--- src/rtl/xlat_pkg.sv ---
package xlat_pkg;
  localparam int EA_W    = 32;
  localparam int OFF_W   = 12;
  localparam int PG_W    = EA_W - OFF_W;
  localparam int SEG_N   = 16;
  localparam int ATTR_W  = 8;

  localparam logic [31:0] ST_NOPAGE = 32'h4000_0000;
  localparam logic [31:0] ST_PROT   = 32'h0800_0000;
  localparam logic [31:0] ST_STORE  = 32'h0200_0000;
  localparam logic [8:0]  FORCED_ID = 9'h07F;
  localparam logic [1:0]  PASS_PP   = 2'b10;

  typedef struct packed {
    logic [PG_W-1:0] base;
    logic [PG_W-1:0] phys;
    logic [PG_W-1:0] size;
    logic            valid;
    logic            sup_ok;
    logic            usr_ok;
    logic            sup_key;
    logic            usr_key;
    logic [3:0]      wimg;
    logic [1:0]      pp;
  } blk_t;

  function automatic logic [ATTR_W-1:0] mk_attr(input logic [3:0] wimg, input logic [1:0] pp);
    return {2'b11, wimg, pp};
  endfunction

  function automatic logic covers(input logic [PG_W-1:0] page, input logic [PG_W-1:0] base,
                                  input logic [PG_W-1:0] size);
    logic [PG_W-1:0] off;
    off = page - base;
    return (page >= base) && (off < size);
  endfunction

  function automatic logic prot_bad(input logic wr, input logic key, input logic [1:0] pp);
    logic bad;
    case ({wr, key, pp})
      4'b0100: bad = 1'b1;
      4'b1011: bad = 1'b1;
      4'b1100: bad = 1'b1;
      4'b1101: bad = 1'b1;
      4'b1111: bad = 1'b1;
      default: bad = 1'b0;
    endcase
    return bad;
  endfunction
endpackage

--- src/rtl/xlat_cfg_regs.sv ---
module xlat_cfg_regs
  import xlat_pkg::*;
#(
  parameter int BANK = 4,
  localparam int NBLK = 2 * BANK,
  localparam int CFG_AW = $clog2(SEG_N + 4 * NBLK)
) (
  input  logic              clk,
  input  logic              rst,
  input  logic              cfg_we,
  input  logic [CFG_AW-1:0] cfg_addr,
  input  logic [31:0]       cfg_wdata,
  output logic [31:0]       seg_q [SEG_N],
  output blk_t              blk_q [NBLK]
);
  for (genvar s = 0; s < SEG_N; s++) begin : g_seg
    always_ff @(posedge clk) begin
      if (rst) seg_q[s] <= '0;
      else if (cfg_we && cfg_addr == CFG_AW'(s)) seg_q[s] <= cfg_wdata;
    end
  end

  for (genvar e = 0; e < NBLK; e++) begin : g_blk
    localparam int A0 = SEG_N + 4 * e;
    always_ff @(posedge clk) begin
      if (rst) begin
        blk_q[e] <= '0;
      end else if (cfg_we) begin
        if (cfg_addr == CFG_AW'(A0)) begin
          blk_q[e].base   <= cfg_wdata[31:12];
          blk_q[e].valid  <= cfg_wdata[3];
          blk_q[e].sup_ok <= cfg_wdata[2];
          blk_q[e].usr_ok <= cfg_wdata[1];
        end
        if (cfg_addr == CFG_AW'(A0 + 1)) begin
          blk_q[e].phys    <= cfg_wdata[31:12];
          blk_q[e].wimg    <= cfg_wdata[7:4];
          blk_q[e].sup_key <= cfg_wdata[3];
          blk_q[e].usr_key <= cfg_wdata[2];
          blk_q[e].pp      <= cfg_wdata[1:0];
        end
        if (cfg_addr == CFG_AW'(A0 + 2)) begin
          blk_q[e].size <= cfg_wdata[PG_W-1:0];
        end
      end
    end
  end
endmodule

--- src/rtl/xlat_blk_match.sv ---
module xlat_blk_match
  import xlat_pkg::*;
#(
  parameter int BANK = 4
) (
  input  logic              super_mode,
  input  logic [PG_W-1:0]   page,
  input  blk_t              bank [BANK],
  output logic              hit,
  output logic [BANK-1:0]   win_oh,
  output logic [PG_W-1:0]   ppn,
  output logic [ATTR_W-1:0] attr,
  output logic              key
);
  logic [BANK-1:0] cand;
  logic [PG_W-1:0] dest [BANK];

  for (genvar i = 0; i < BANK; i++) begin : g_ent
    logic usable;
    assign usable  = bank[i].valid && (super_mode ? bank[i].sup_ok : bank[i].usr_ok);
    assign cand[i] = usable && covers(page, bank[i].base, bank[i].size);
    assign dest[i] = bank[i].phys + (page - bank[i].base);
    if (i == 0) begin : g_first
      assign win_oh[i] = cand[i];
    end else begin : g_rest
      assign win_oh[i] = cand[i] && !(|cand[i-1:0]);
    end
  end

  assign hit = |cand;

  always_comb begin
    ppn  = '0;
    attr = '0;
    key  = 1'b0;
    for (int i = 0; i < BANK; i++) begin
      ppn  = ppn  | ({PG_W{win_oh[i]}} & dest[i]);
      attr = attr | ({ATTR_W{win_oh[i]}} & mk_attr(bank[i].wimg, bank[i].pp));
      key  = key  | (win_oh[i] & (super_mode ? bank[i].sup_key : bank[i].usr_key));
    end
  end
endmodule

--- src/rtl/xlat_prot_check.sv ---
module xlat_prot_check
  import xlat_pkg::*;
(
  input  logic       granted,
  input  logic       wr,
  input  logic       key,
  input  logic [1:0] pp,
  output logic       violate
);
  assign violate = granted && prot_bad(wr, key, pp);
endmodule

--- src/rtl/xlat_unit.sv ---
module xlat_unit
  import xlat_pkg::*;
#(
  parameter int BANK = 4,
  localparam int NBLK = 2 * BANK,
  localparam int CFG_AW = $clog2(SEG_N + 4 * NBLK)
) (
  input  logic              clk,
  input  logic              rst,
  input  logic              cfg_we,
  input  logic [CFG_AW-1:0] cfg_addr,
  input  logic [31:0]       cfg_wdata,
  input  logic              req,
  input  logic [EA_W-1:0]   req_ea,
  input  logic              req_data,
  input  logic              req_write,
  input  logic              req_super,
  input  logic              req_xlate_en,
  output logic              res_valid,
  output logic [PG_W-1:0]   res_ppn,
  output logic [ATTR_W-1:0] res_attr,
  output logic              res_walk,
  output logic              res_dserr,
  output logic [31:0]       res_status
);
  logic [31:0] seg_q [SEG_N];
  blk_t        blk_q [NBLK];
  blk_t        bank  [BANK];

  xlat_cfg_regs #(.BANK(BANK)) u_cfg (
    .clk(clk), .rst(rst), .cfg_we(cfg_we), .cfg_addr(cfg_addr),
    .cfg_wdata(cfg_wdata), .seg_q(seg_q), .blk_q(blk_q)
  );

  always_comb begin
    for (int i = 0; i < BANK; i++) bank[i] = req_data ? blk_q[BANK + i] : blk_q[i];
  end

  logic [PG_W-1:0]   page;
  logic [31:0]       seg;
  logic              blk_hit;
  logic [BANK-1:0]   blk_win_oh;
  logic [PG_W-1:0]   blk_ppn;
  logic [ATTR_W-1:0] blk_attr;
  logic              blk_key;

  assign page = req_ea[EA_W-1:OFF_W];
  assign seg  = seg_q[req_ea[31:28]];

  xlat_blk_match #(.BANK(BANK)) u_match (
    .super_mode(req_super), .page(page), .bank(bank), .hit(blk_hit),
    .win_oh(blk_win_oh), .ppn(blk_ppn), .attr(blk_attr), .key(blk_key)
  );

  logic [PG_W-1:0]   nx_ppn;
  logic [ATTR_W-1:0] nx_attr;
  logic              nx_key;
  logic              nx_granted;
  logic              nx_walk;
  logic              nx_dserr;
  logic              prot_fail;
  logic [31:0]       nx_status;
  logic [31:0]       store_bit;

  always_comb begin
    nx_ppn     = '0;
    nx_attr    = '0;
    nx_key     = 1'b0;
    nx_granted = 1'b0;
    nx_walk    = 1'b0;
    nx_dserr   = 1'b0;
    if (!req_xlate_en) begin
      nx_ppn     = page;
      nx_attr    = mk_attr(4'b0000, PASS_PP);
      nx_granted = 1'b1;
    end else if (seg[31]) begin
      if (seg[28:20] == FORCED_ID) begin
        nx_ppn     = {seg[3:0], req_ea[27:12]};
        nx_attr    = mk_attr(4'b0000, PASS_PP);
        nx_granted = 1'b1;
      end else begin
        nx_dserr = 1'b1;
      end
    end else if (blk_hit) begin
      nx_ppn     = blk_ppn;
      nx_attr    = blk_attr;
      nx_key     = blk_key;
      nx_granted = 1'b1;
    end else begin
      nx_walk = 1'b1;
    end
  end

  xlat_prot_check u_prot (
    .granted(nx_granted), .wr(req_write), .key(nx_key),
    .pp(nx_attr[1:0]), .violate(prot_fail)
  );

  assign store_bit = req_write ? ST_STORE : 32'h0;
  assign nx_status = nx_walk   ? (ST_NOPAGE | store_bit) :
                     prot_fail ? (ST_PROT | store_bit)   : 32'h0;

  always_ff @(posedge clk) begin
    if (rst) begin
      res_valid  <= 1'b0;
      res_ppn    <= '0;
      res_attr   <= '0;
      res_walk   <= 1'b0;
      res_dserr  <= 1'b0;
      res_status <= '0;
    end else begin
      res_valid <= req;
      if (req) begin
        res_ppn    <= nx_ppn;
        res_attr   <= nx_attr;
        res_walk   <= nx_walk;
        res_dserr  <= nx_dserr;
        res_status <= nx_status;
      end
    end
  end
endmodule

--- config.mk ---
export PLATFORM = sky130hd
export DESIGN_NAME = xlat_unit
export DESIGN_NICKNAME = d
export VERILOG_FILES = /design/src/rtl/xlat_pkg.sv /design/src/rtl/xlat_cfg_regs.sv /design/src/rtl/xlat_blk_match.sv /design/src/rtl/xlat_prot_check.sv /design/src/rtl/xlat_unit.sv
export SDC_FILE = /design/constraint.sdc
export NUM_CORES = 2
export LEC_CHECK = 0
export BUFFER_PORTS_ARGS = -buffer_cell sky130_fd_sc_hd__clkbuf_2
export CAP_MARGIN = 20
export CELL_PAD_IN_SITES_DETAIL_PLACEMENT = 1
export CELL_PAD_IN_SITES_GLOBAL_PLACEMENT = 1
export CORE_UTILIZATION = 50
export DETAILED_ROUTE_END_ITERATION = 6
export HOLD_SLACK_MARGIN = 0.15
export PLACE_DENSITY_LB_ADDON = 0.1
export RECOVER_POWER = 100
export SYNTH_ARGS = -nofsm -noshare
export SYNTH_HDL_FRONTEND = slang
export SYNTH_HIERARCHICAL = 1
export SYNTH_SLANG_ARGS = --single-unit
--- constraint.sdc ---
create_clock -name clk -period 8.4 [get_ports clk]
set_input_delay 0.84 -clock clk [delete_from_list [all_inputs] [get_ports clk]]
set_output_delay 0.84 -clock clk [all_outputs]
set_load 0.03 [all_outputs]
==> metrics.txt <==
GRT met1 Usage 40.50%; layout cells sized above 1 13.64%; Area growth syn-to-layout 8.776%; Hold Buf Count CTS 0; clk slew on worst S/H paths 0.06 ns; die height 309.2 um; synthesized area 0.04719 sq mm; FF-to-FF path depth 31; initial cell density of the core 50.49%; total number of vias 35,068; failing checks max-capacitance violations, max-slew violations; CTS tree done; Final HPWL DP 98.17 mm; crit path max fanout 17; sequential share of power 42.1%; Worst Hold Launch req_write; headroom to the max-slew limit -261.6%; Leak 24.36 nW; Vias per Instance 5.761; PortBufs 99; most frequent cells in the layout nand2b_1 (838), dfxtp_1 (825), mux2i_1 (804); nets 5,071; Setup CP Type in2reg; DIE AREA 0.09561 sq mm; initial DRC count 2,122; Sw Pwr 2.453 mW; Clock H-tree levels 3; Final period util 88.93%; worst path arrival time 8.05 ns; Fmax 133.9 MHz; crit start category input port; grt total ovfl 0; Worst Setup End Kind flop; peak supply drop 0.1512 mV; fin util 54.92%; Pwr Density 183.2 mW/mm^2; DRT Wirelength 147.7 mm; GP Congestion 0.8835; # IOs 141; Final Hold Violating Endpoints 0; Worst EP required 8.98 ns; switching fraction of total power 26.08%; status complete, but fails checks; clk_skew 0.01574 ns; synthesized area per cell 9.690 sq um; clock share of power 47.0%; Max clock buf depth 3; cts bufs inserted 95; Int Power 6.952 mW; post-CTS setup buffer count 0; worst slew pin tran 5.424 ns; commonest non-fill, non-tap cell in the layout nand2b_1; r2r startpoint u_cfg/blk_q[477]$_SDFFE_PP0P_; Min-Delay Path Class in2reg; setup_tns 0 ns; Largest stage delay, worst path 0.66 ns; Hold Path Depth 2; critical path's slowest cell or4_1; Comb power frac 10.9%; cell row count 112; RSZ-0062 raised after global routing false; Cells after Synth 4,870; crit path launch req_data; met2 Usage GRT 51.92%; DR pass1 iterations 7; GR peak layer met2; wire per inst 24.26 um; Clk Latency, worst-skew pair 0.69 ns; TritonCTS Sinks 825; post-layout min period 7.470 ns; Die W 309.2 um; Ys Warns 6; first-pass GRT wire length 221.7 mm; Max-cap violations 26; Max Transition Viols Final 1,277; met3 Usage GRT 2.903%; DR DRC count 0; pin count of the biggest net entering global routing 212; cts repair resizes 0; final number of setup-violating endpoints 0; antenna-violating nets left 0; CTS Root Cell clkbuf_16; vias in the first global route 35,735; Total GRT Usage 30.42%; core area 0.09347 sq mm; initial antenna violation count 2
## power by group through the flow
stage	clock network, mW	logic, mW	registers [mW]
final	4.42	1.03	3.96
after global routing	4.64	1.10	3.96
after CTS	4.50	1.02	3.96
after detailed placement	0	1.02	4.04
after global placement	0	0.999	4.04
after floorplan	0	0.690	4.05
## metrics by stage
step | cell area, sq um | power [mW] | worst slack, ns | instances | hold WS, ns
after global routing | 51330 | 9.696 | 0.3549 | 6086 | 0.4242
final | 51330 | 9.406 | 0.9303 | 6087 | 0.4289
after CTS | 51480 | 9.477 | 1.217 | 6084 | 0.3931
after floorplan | 47290 | 4.738 | 1.070 | 4898 | 0.4451
after detailed placement | 48140 | 5.058 | 0.5374 | 5908 | 0.4560
after global placement | 48140 | 5.040 | 0.6273 | 5908 | 0.4486
## state kept, by name, indices dropped and copies added (netlist names)
signal and flops:
u_cfg/blk_q 568, res_dserr 1, res_status 3, res_attr 8, res_ppn 20, u_cfg/seg_q 224, res_valid 1
## critical path: cells and delay by family
kind,cells,cell delay (ns)
AO/OA/AOI/OAI,13,3.10
AND/OR/NAND/NOR,10,2.22
adder cells (fa/ha/maj),3,0.84
multiplexers,2,0.56
buffers and inverters,3,0.27
XOR/XNOR,1,0.18
## layout make-up
type | instances | area (sq um)
Inverter | 222 | 833.3
Clock buffer | 135 | 2809
Tap cell | 1254 | 1569
Clock inverter | 41 | 536.8
Multi-Input combinational cell | 3434 | 28060
Timing Repair Buffer | 175 | 1008
Antenna cell | 1 | 2.502
Sequential cell | 825 | 16520
Fill cell | 10370 | 42140
## per-layer routing
metal / up-vias / wire length, um
met5: - / 0
met4: 0 / 4571
met3: 210 / 5132
met2: 648 / 70700
met1: 17683 / 67260
li1: 16527 / -
## worst paths after layout
check,to,slack (ns)
hold / removal,res_status[25]$_SDFFE_PP0P_,0.43
setup / recovery,res_status[25]$_SDFFE_PP0P_,0.93
setup reg to reg,res_status[25]$_SDFFE_PP0P_,1.04
hold reg to reg,res_attr[4]$_SDFFE_PP0P_,0.47
Note: power is estimated with default switching activity, not from simulation.
